===== config.mk =====
export PLATFORM = sky130hd
export DESIGN_NAME = sio_cfg_port
export DESIGN_NICKNAME = d
export VERILOG_FILES = /design/src/rtl/sio_cfg_port.sv
export SDC_FILE = /design/constraint.sdc
export NUM_CORES = 1
export LEC_CHECK = 0
export ABC_AREA = 1
export BUFFER_PORTS_ARGS = -buffer_cell sky130_fd_sc_hd__clkbuf_2
export CAP_MARGIN = 15
export CELL_PAD_IN_SITES_DETAIL_PLACEMENT = 0
export CELL_PAD_IN_SITES_GLOBAL_PLACEMENT = 1
export CORE_ASPECT_RATIO = 1.2
export CORE_MARGIN = 4
export CORE_UTILIZATION = 37
export CTS_CLUSTER_DIAMETER = 100
export DETAILED_ROUTE_END_ITERATION = 12
export GPL_TIMING_DRIVEN = 0
export PLACE_DENSITY = 0.86
export SLEW_MARGIN = 20
export SYNTH_ARGS = -nofsm -noshare
export SYNTH_HDL_FRONTEND = slang
export SYNTH_SLANG_ARGS = --single-unit

===== constraint.sdc =====
create_clock -name clk -period 1.5 [get_ports clk]
set_clock_uncertainty 0.2 [all_clocks]
set_input_delay 0.225 -clock clk [delete_from_list [all_inputs] [get_ports clk]]
set_output_delay 0.225 -clock clk [all_outputs]
set_load 0.03 [all_outputs]

===== src/rtl/sio_cfg_port.sv =====
module sio_cfg_port #(
  parameter int DW      = 8,
  parameter int STRAP_W = 5,
  parameter int NREG    = 3,
  parameter logic [7:0] ID_BYTE = 8'h88
) (
  input  logic               clk,
  input  logic               rst,
  input  logic [STRAP_W-1:0] strap,
  input  logic               addr,
  input  logic               wr_en,
  input  logic [DW-1:0]      wr_data,
  input  logic               rd_en,
  output logic [DW-1:0]      rd_data,
  output logic [DW-1:0]      fn_enable,
  output logic [DW-1:0]      fn_map,
  output logic [DW-1:0]      pwr_test
);
  localparam logic [1:0] ST_ID0 = 2'd0, ST_ID1 = 2'd1, ST_IDX = 2'd2;

  logic [DW-1:0] cfg [NREG];
  logic [DW-1:0] sel;
  logic [1:0]    step;
  logic          sel_ok;
  logic [DW-1:0] rd_next;

  function automatic logic [7:0] init_en(input logic [4:0] s);
    case (s)
      5'd0, 5'd1, 5'd2, 5'd3, 5'd4, 5'd5:         return 8'h4F;
      5'd6, 5'd7, 5'd8, 5'd9, 5'd10, 5'd11:       return 8'h4B;
      5'd12, 5'd13, 5'd14, 5'd15:                 return 8'h0F;
      5'd16, 5'd17, 5'd18, 5'd19:                 return 8'h49;
      5'd20, 5'd21, 5'd22, 5'd23:                 return 8'h07;
      5'd24, 5'd25, 5'd26, 5'd27, 5'd28, 5'd29:   return 8'h47;
      5'd30:                                      return 8'h08;
      default:                                    return 8'h00;
    endcase
  endfunction

  function automatic logic [7:0] init_map(input logic [4:0] s);
    case (s)
      5'd6, 5'd16, 5'd19:                         return 8'h00;
      5'd1, 5'd2, 5'd13, 5'd21, 5'd25, 5'd26:     return 8'h11;
      5'd7, 5'd8, 5'd17, 5'd18:                   return 8'h01;
      5'd3, 5'd14, 5'd22, 5'd27:                  return 8'h39;
      5'd4, 5'd15, 5'd23, 5'd28:                  return 8'h24;
      5'd5, 5'd29:                                return 8'h38;
      5'd9:                                       return 8'h09;
      5'd10, 5'd11:                               return 8'h08;
      default:                                    return 8'h10;
    endcase
  endfunction

  function automatic logic [7:0] init_pwr(input logic [4:0] s);
    return (s == 5'd31) ? 8'h02 : 8'h00;
  endfunction

  assign sel_ok = (sel < DW'(NREG));

  always_comb begin
    if (addr) begin
      rd_next = sel_ok ? cfg[sel[1:0]] : '0;
    end else begin
      case (step)
        ST_ID0:  rd_next = DW'(ID_BYTE);
        ST_ID1:  rd_next = '0;
        default: rd_next = sel;
      endcase
    end
  end

  always_ff @(posedge clk) begin
    if (rst) begin
      cfg[0]  <= DW'(init_en(5'(strap)));
      cfg[1]  <= DW'(init_map(5'(strap)));
      cfg[2]  <= DW'(init_pwr(5'(strap)));
      sel     <= '0;
      step    <= ST_ID0;
      rd_data <= '0;
    end else begin
      if (rd_en) begin
        rd_data <= rd_next;
        if (!addr && step != ST_IDX) step <= step + 2'd1;
      end
      if (wr_en) begin
        if (!addr) begin
          sel  <= wr_data;
          step <= ST_IDX;
        end else if (sel_ok) begin
          cfg[sel[1:0]] <= wr_data;
        end
      end
    end
  end

  assign fn_enable = cfg[0];
  assign fn_map    = cfg[1];
  assign pwr_test  = cfg[2];
endmodule



* Yosys cells after proc, flatten, opt, wreduce, memory -nomap -nowiden
Memories as Yosys holds them, arrays and structs flattened. A register that Yosys moved wholly into a read port is not among the register bits.
Index checks and enable logic that the tools add are counted.
** Word-level totals
- Memories kept :: 3
- Bits in latches :: 0
- Output and inout bits :: 32
- Logic and storage cells :: 39
- RAM bits :: 24
- ROM bits :: 320
- Input port bits :: 18
- Register bits :: 18
** Memory list
- (no name shown) :: words 32, width 5, rd ports 1, clocked after Yosys merged registers in 0, wr ports 0, RTL line 28 : case (s)
- (no name shown) :: words 32, width 5, rd ports 1, clocked after Yosys merged registers in 0, wr ports 0, RTL line 41 : case (s)
- cfg :: words 3, width 8, rd ports 4, clocked after Yosys merged registers in 1, wr ports 3, RTL line 21 : logic [DW-1:0] cfg [NREG];
** Operators by class
- Add/sub/neg operators :: 1
- Div/mod/pow operators :: 0
- Reduce and logical (&&, ||, !) cells :: 5
- Order comparisons :: 1
- Equality and inequality tests :: 3
- Muxes and demuxes :: 22
- Multiply operators :: 0
- Bitwise gates (word level) :: 1
- Shifts and indexed selects :: 0
** Operators with widths (number)
- $mux W8 :: 5
- $mux W2 :: 8
- $pmux W8 S2 :: 1
- $lt A8 B2 Y1 const B :: 1
- $mux W1 :: 8
- $reduce_or A8 Y1 :: 1
- $eq A5 B5 Y1 const B :: 1
- $add A2 B1 Y2 const B :: 1
- $eq A2 B1 Y1 const B :: 1
- $logic_not A2 Y1 :: 1
- $ne A2 B2 Y1 const B :: 1
- $reduce_and A2 Y1 :: 1
- $logic_and A1 B1 Y1 :: 1
- $logic_not A1 Y1 :: 1
- $not A1 Y1 :: 1

* Logic depth before layout (Yosys ltp)
- Depth after elaboration :: 8
- Gate-level depth with buffers :: 10
- Gate-level depth less buffers :: 10

* Worst setup path before layout
Ideal clock, no wire load.
- Kind :: register to register
- Start point :: reg sel[2]
- End point :: mem cfg[0][0], enable pin
- Setup time :: 0.329 ns
- Slack :: -0.140 ns
- Arrival :: 1.111 ns
- Path buffers :: 1
- Period minus slack after synthesis :: 1.640 ns
- Stages on the path, launching flop included :: 7
- Data required time :: 0.971 ns
- Cell sequence :: dfxtp_1 nor2_2 nand3_2 nor2_4 nand3_2 buf_6 nand2_1
** RTL lines
- from (decl) :: RTL line 22 : logic [DW-1:0] sel;
- from (signal assigned) :: RTL line 87 : sel <= wr_data;
- to (decl) :: RTL line 21

==> impl_metrics.env <==
export IMPL_status="finished with violations"
export IMPL_violations="setup timing"
export IMPL_finalPower_mw=3.458
export IMPL_worst_path_most_repeated_cell="nor2_4"
export IMPL_hold_path_depth=4
export IMPL_finalMaxSlewViolations=0
export IMPL_final_nets=447
export IMPL_fin_util=0.5417
export IMPL_hp_class="in2reg"
export IMPL_dp_worst_setup_slack_ps=-222.8
export IMPL_fmax_mhz=607.9
export IMPL_drive_gt1_frac=0.4100
export IMPL_vias_per_cell=4.938
export IMPL_crit_chain="nor2_4, nand3_2, nor2_4, nand3_4, buf_12, nand2_8"
export IMPL_grt_pass1_wl_mm=11.67
export IMPL_dp_final_hpwl_mm=5.257
export IMPL_die_h_um=102.2
export IMPL_antenna_cells=0
export IMPL_critPathCaptureType="register"
export IMPL_layout_commonest_cell="clkbuf_2"
export IMPL_cp_num_cells=6
export IMPL_vias=2528
export IMPL_fillers=666
export IMPL_synth_distinct_cells=26
export IMPL_fin_area_sq_um=3918
export IMPL_yosys_area_top_type_share=0.3513
export IMPL_setup_viol=47
export IMPL_drc_errors=0
export IMPL_clk_latency_ps=310
export IMPL_place_congestion=0.8367
export IMPL_port_buffers=49
export IMPL_dr_pass1_iters=4
export IMPL_p_leak_nw=1.693
export IMPL_synth_area_per_cell_sq_um=8.189
export IMPL_clk_path_buf_depth=2
export IMPL_layout_cells_non_filler=512
export IMPL_clk_pin_slew_ps=100
export IMPL_cpPeakStageDelay_ps=360
export IMPL_timing_hold_ws_ps=42.01
export IMPL_timing_final_crit_share=1.097
export IMPL_start_util=0.3782
export IMPL_die_x_um=86.49
export IMPL_syn_inst=334
export IMPL_r2r_start="sel[5]$_SDFFE_PP0P_"
export IMPL_r2r_slack_ps=-150
export IMPL_yosys_register_bits=52
export IMPL_h_tree_depth=2
export IMPL_placed_cell_area_sq_um=3143
export IMPL_gr_usage_all_layers=0.1698
export IMPL_grt_overflow_total=0
export IMPL_dp_cells=480
export IMPL_grt_antenna_before_repair=0
export IMPL_synth_top_area_cell="edfxtp_1"
export IMPL_endpoint="cfg[0][0]$_DFFE_PP_"
export IMPL_cp_required_ps=1330
export IMPL_yosysWarnings=0
export IMPL_areaGrowthSynthToFinish_pct=43.23
export IMPL_ys_seq_area_frac=0.4977
export IMPL_ff2ff_path_depth=6
export IMPL_wl_per_cell_um=14.90
export IMPL_multi_input_area_sq_um=1529
export IMPL_synth_area_top_cells="edfxtp_1 35%, dfxtp_1 15%, nor2_1 9.6%, nand2_1 8.1%, o21ai_0 7.3%"
export IMPL_crit_fanout=8
export IMPL_rows=34
export IMPL_seqCellArea_sq_um=1379
export IMPL_timing_final_ws_setup_ps=-145.0
export IMPL_coreArea_sq_um=7232
export IMPL_pin_count=50
export IMPL_syn_area_sq_um=2735
export IMPL_r2r_end="cfg[0][0]$_DFFE_PP_"
export IMPL_setup_worst_path_class="reg2reg"
export IMPL_ant_nets=0
export IMPL_fin_setup_tns_ps=-4953
export IMPL_crit_path_start_kind="register"
export IMPL_cts_tree="built"
export IMPL_die_area_sq_um=8837
export IMPL_crit_path_top_delay_cell="dfxtp_4"
export IMPL_crit_buf_inv=1
export IMPL_hold_viol_final=0
export IMPL_cts_sinks=52
export IMPL_drv_cap=0
export IMPL_startpoint="sel[5]$_SDFFE_PP0P_"
export IMPL_vdd_drop_max_mv=0.4302
export IMPL_layout_common_cells="49 x clkbuf_2, 45 x nand2_1, 44 x nor2_1, 32 x edfxtp_1, 30 x inv_1"
export IMPL_initialDrtViolationCount=202
export IMPL_cts_buffers=5
export IMPL_power_density_nw_per_um2=882.8
export IMPL_clockRootBuffer="clkbuf_8"
export IMPL_grt_pass1_vias=2412
export IMPL_post_route_min_period_ps=1645
export IMPL_grt_start_max_net_pins=17
export IMPL_route_final_wire_length_mm=7.630
export IMPL_rsz0062_at_grt="true"
export IMPL_arrival_ps=1470
export IMPL_critical_path_top_delay_family="simple AND/OR/NAND/NOR gates"
[tightest hold or removal path, delay by kind of cell]
kind / cells / cell delay [ps]
AOI/OAI and AO/OA: 2 / 100
buffers and inverters: 1 / 130
and+or+nand+nor: 1 / 50
[flip-flops by register name, indices dropped and copies added, names as in the netlist, named ones only]
register,count
cfg,32
step,2
rd_data,8
sel,8
[routing by layer]
metal	global-route usage	vias to the layer above	wire length, um
met2	0.2968	68	3962
met4	0.05156	0	126
met3	0.02742	9	473
met5	0	-	0
met1	0.2152	1179	3068
li1	-	1272	-
[timing repair]
| action | CTS | global route |
|---|---|---|
| cloned | 0 | 4 |
| endpoints found under the hold margin | 9 | 0 |
| gates resized for setup | 31 | 92 |
| buffers inserted | 8 | 3 |
| hold buffers | 9 | 0 |
| setup endpoints to repair | 49 | 58 |
| pin swaps | 4 | 27 |
[logic make-up after synthesis]
| group | count (synthesis) | synth area share |
|---|---|---|
| AOI/OAI and AO/OA | 75 | 0.1482 |
| buffers and inverters | 44 | 0.07548 |
| DFF | 52 | 0.4977 |
| adders and majority gates | 8 | 0.03660 |
| other | 1 | 0.001371 |
| and+or+nand+nor | 154 | 0.2406 |
[area by class of cell]
class | instances | share of cell area
multi-input combinational | 245 | 0.3903
sequential | 52 | 0.3520
timing repair buffer | 73 | 0.1361
inverter | 34 | 0.03385
buffer | 10 | 0.03066
tap | 90 | 0.02874
clock buffer | 5 | 0.01757
clock inverter | 3 | 0.01086
[synth_stat cells]
cell type   n
o21ai_1     1
buf_6       4
edfxtp_1   32
o21ai_2     7
a21oi_1    25
conb_1      1
a31oi_1     1
inv_1      32
nor2_1     70
buf_4       2
buf_2       3
inv_2       2
o21ai_0    40
clkbuf_1    1
nand3_4     1
nand3_1    12
nand3_2     2
nor2_4      3
ha_1        8
dfxtp_1    20
o31ai_1     1
nand2_2     2
nor2_2      3
nand2_1    59
nor3_1      1
nand4_1     1
[worst min-delay path by stage]
stage	start	to	slack, ps
after floorplan	rst	step[1]$_SDFF_PP0_	90
after global placement	wr_data[2]	cfg[3][2]$_DFFE_PP_	220
after detailed placement	wr_data[2]	cfg[3][2]$_DFFE_PP_	220
after CTS	rst	step[0]$_SDFF_PP0_	50
after global routing	rst	step[0]$_SDFF_PP0_	90
final	rst	step[0]$_SDFF_PP0_	40
[where the power goes]
part / total [mW] / internal (mW) / switching [mW]
Clock: 0.962 / 0.494 / 0.468
Sequential: 1.69 / 1.62 / 0.0730
Combinational: 0.805 / 0.296 / 0.508
Total: 3.46 / 2.41 / 1.05
No activity file was read; power rests on OpenSTA's default activity.
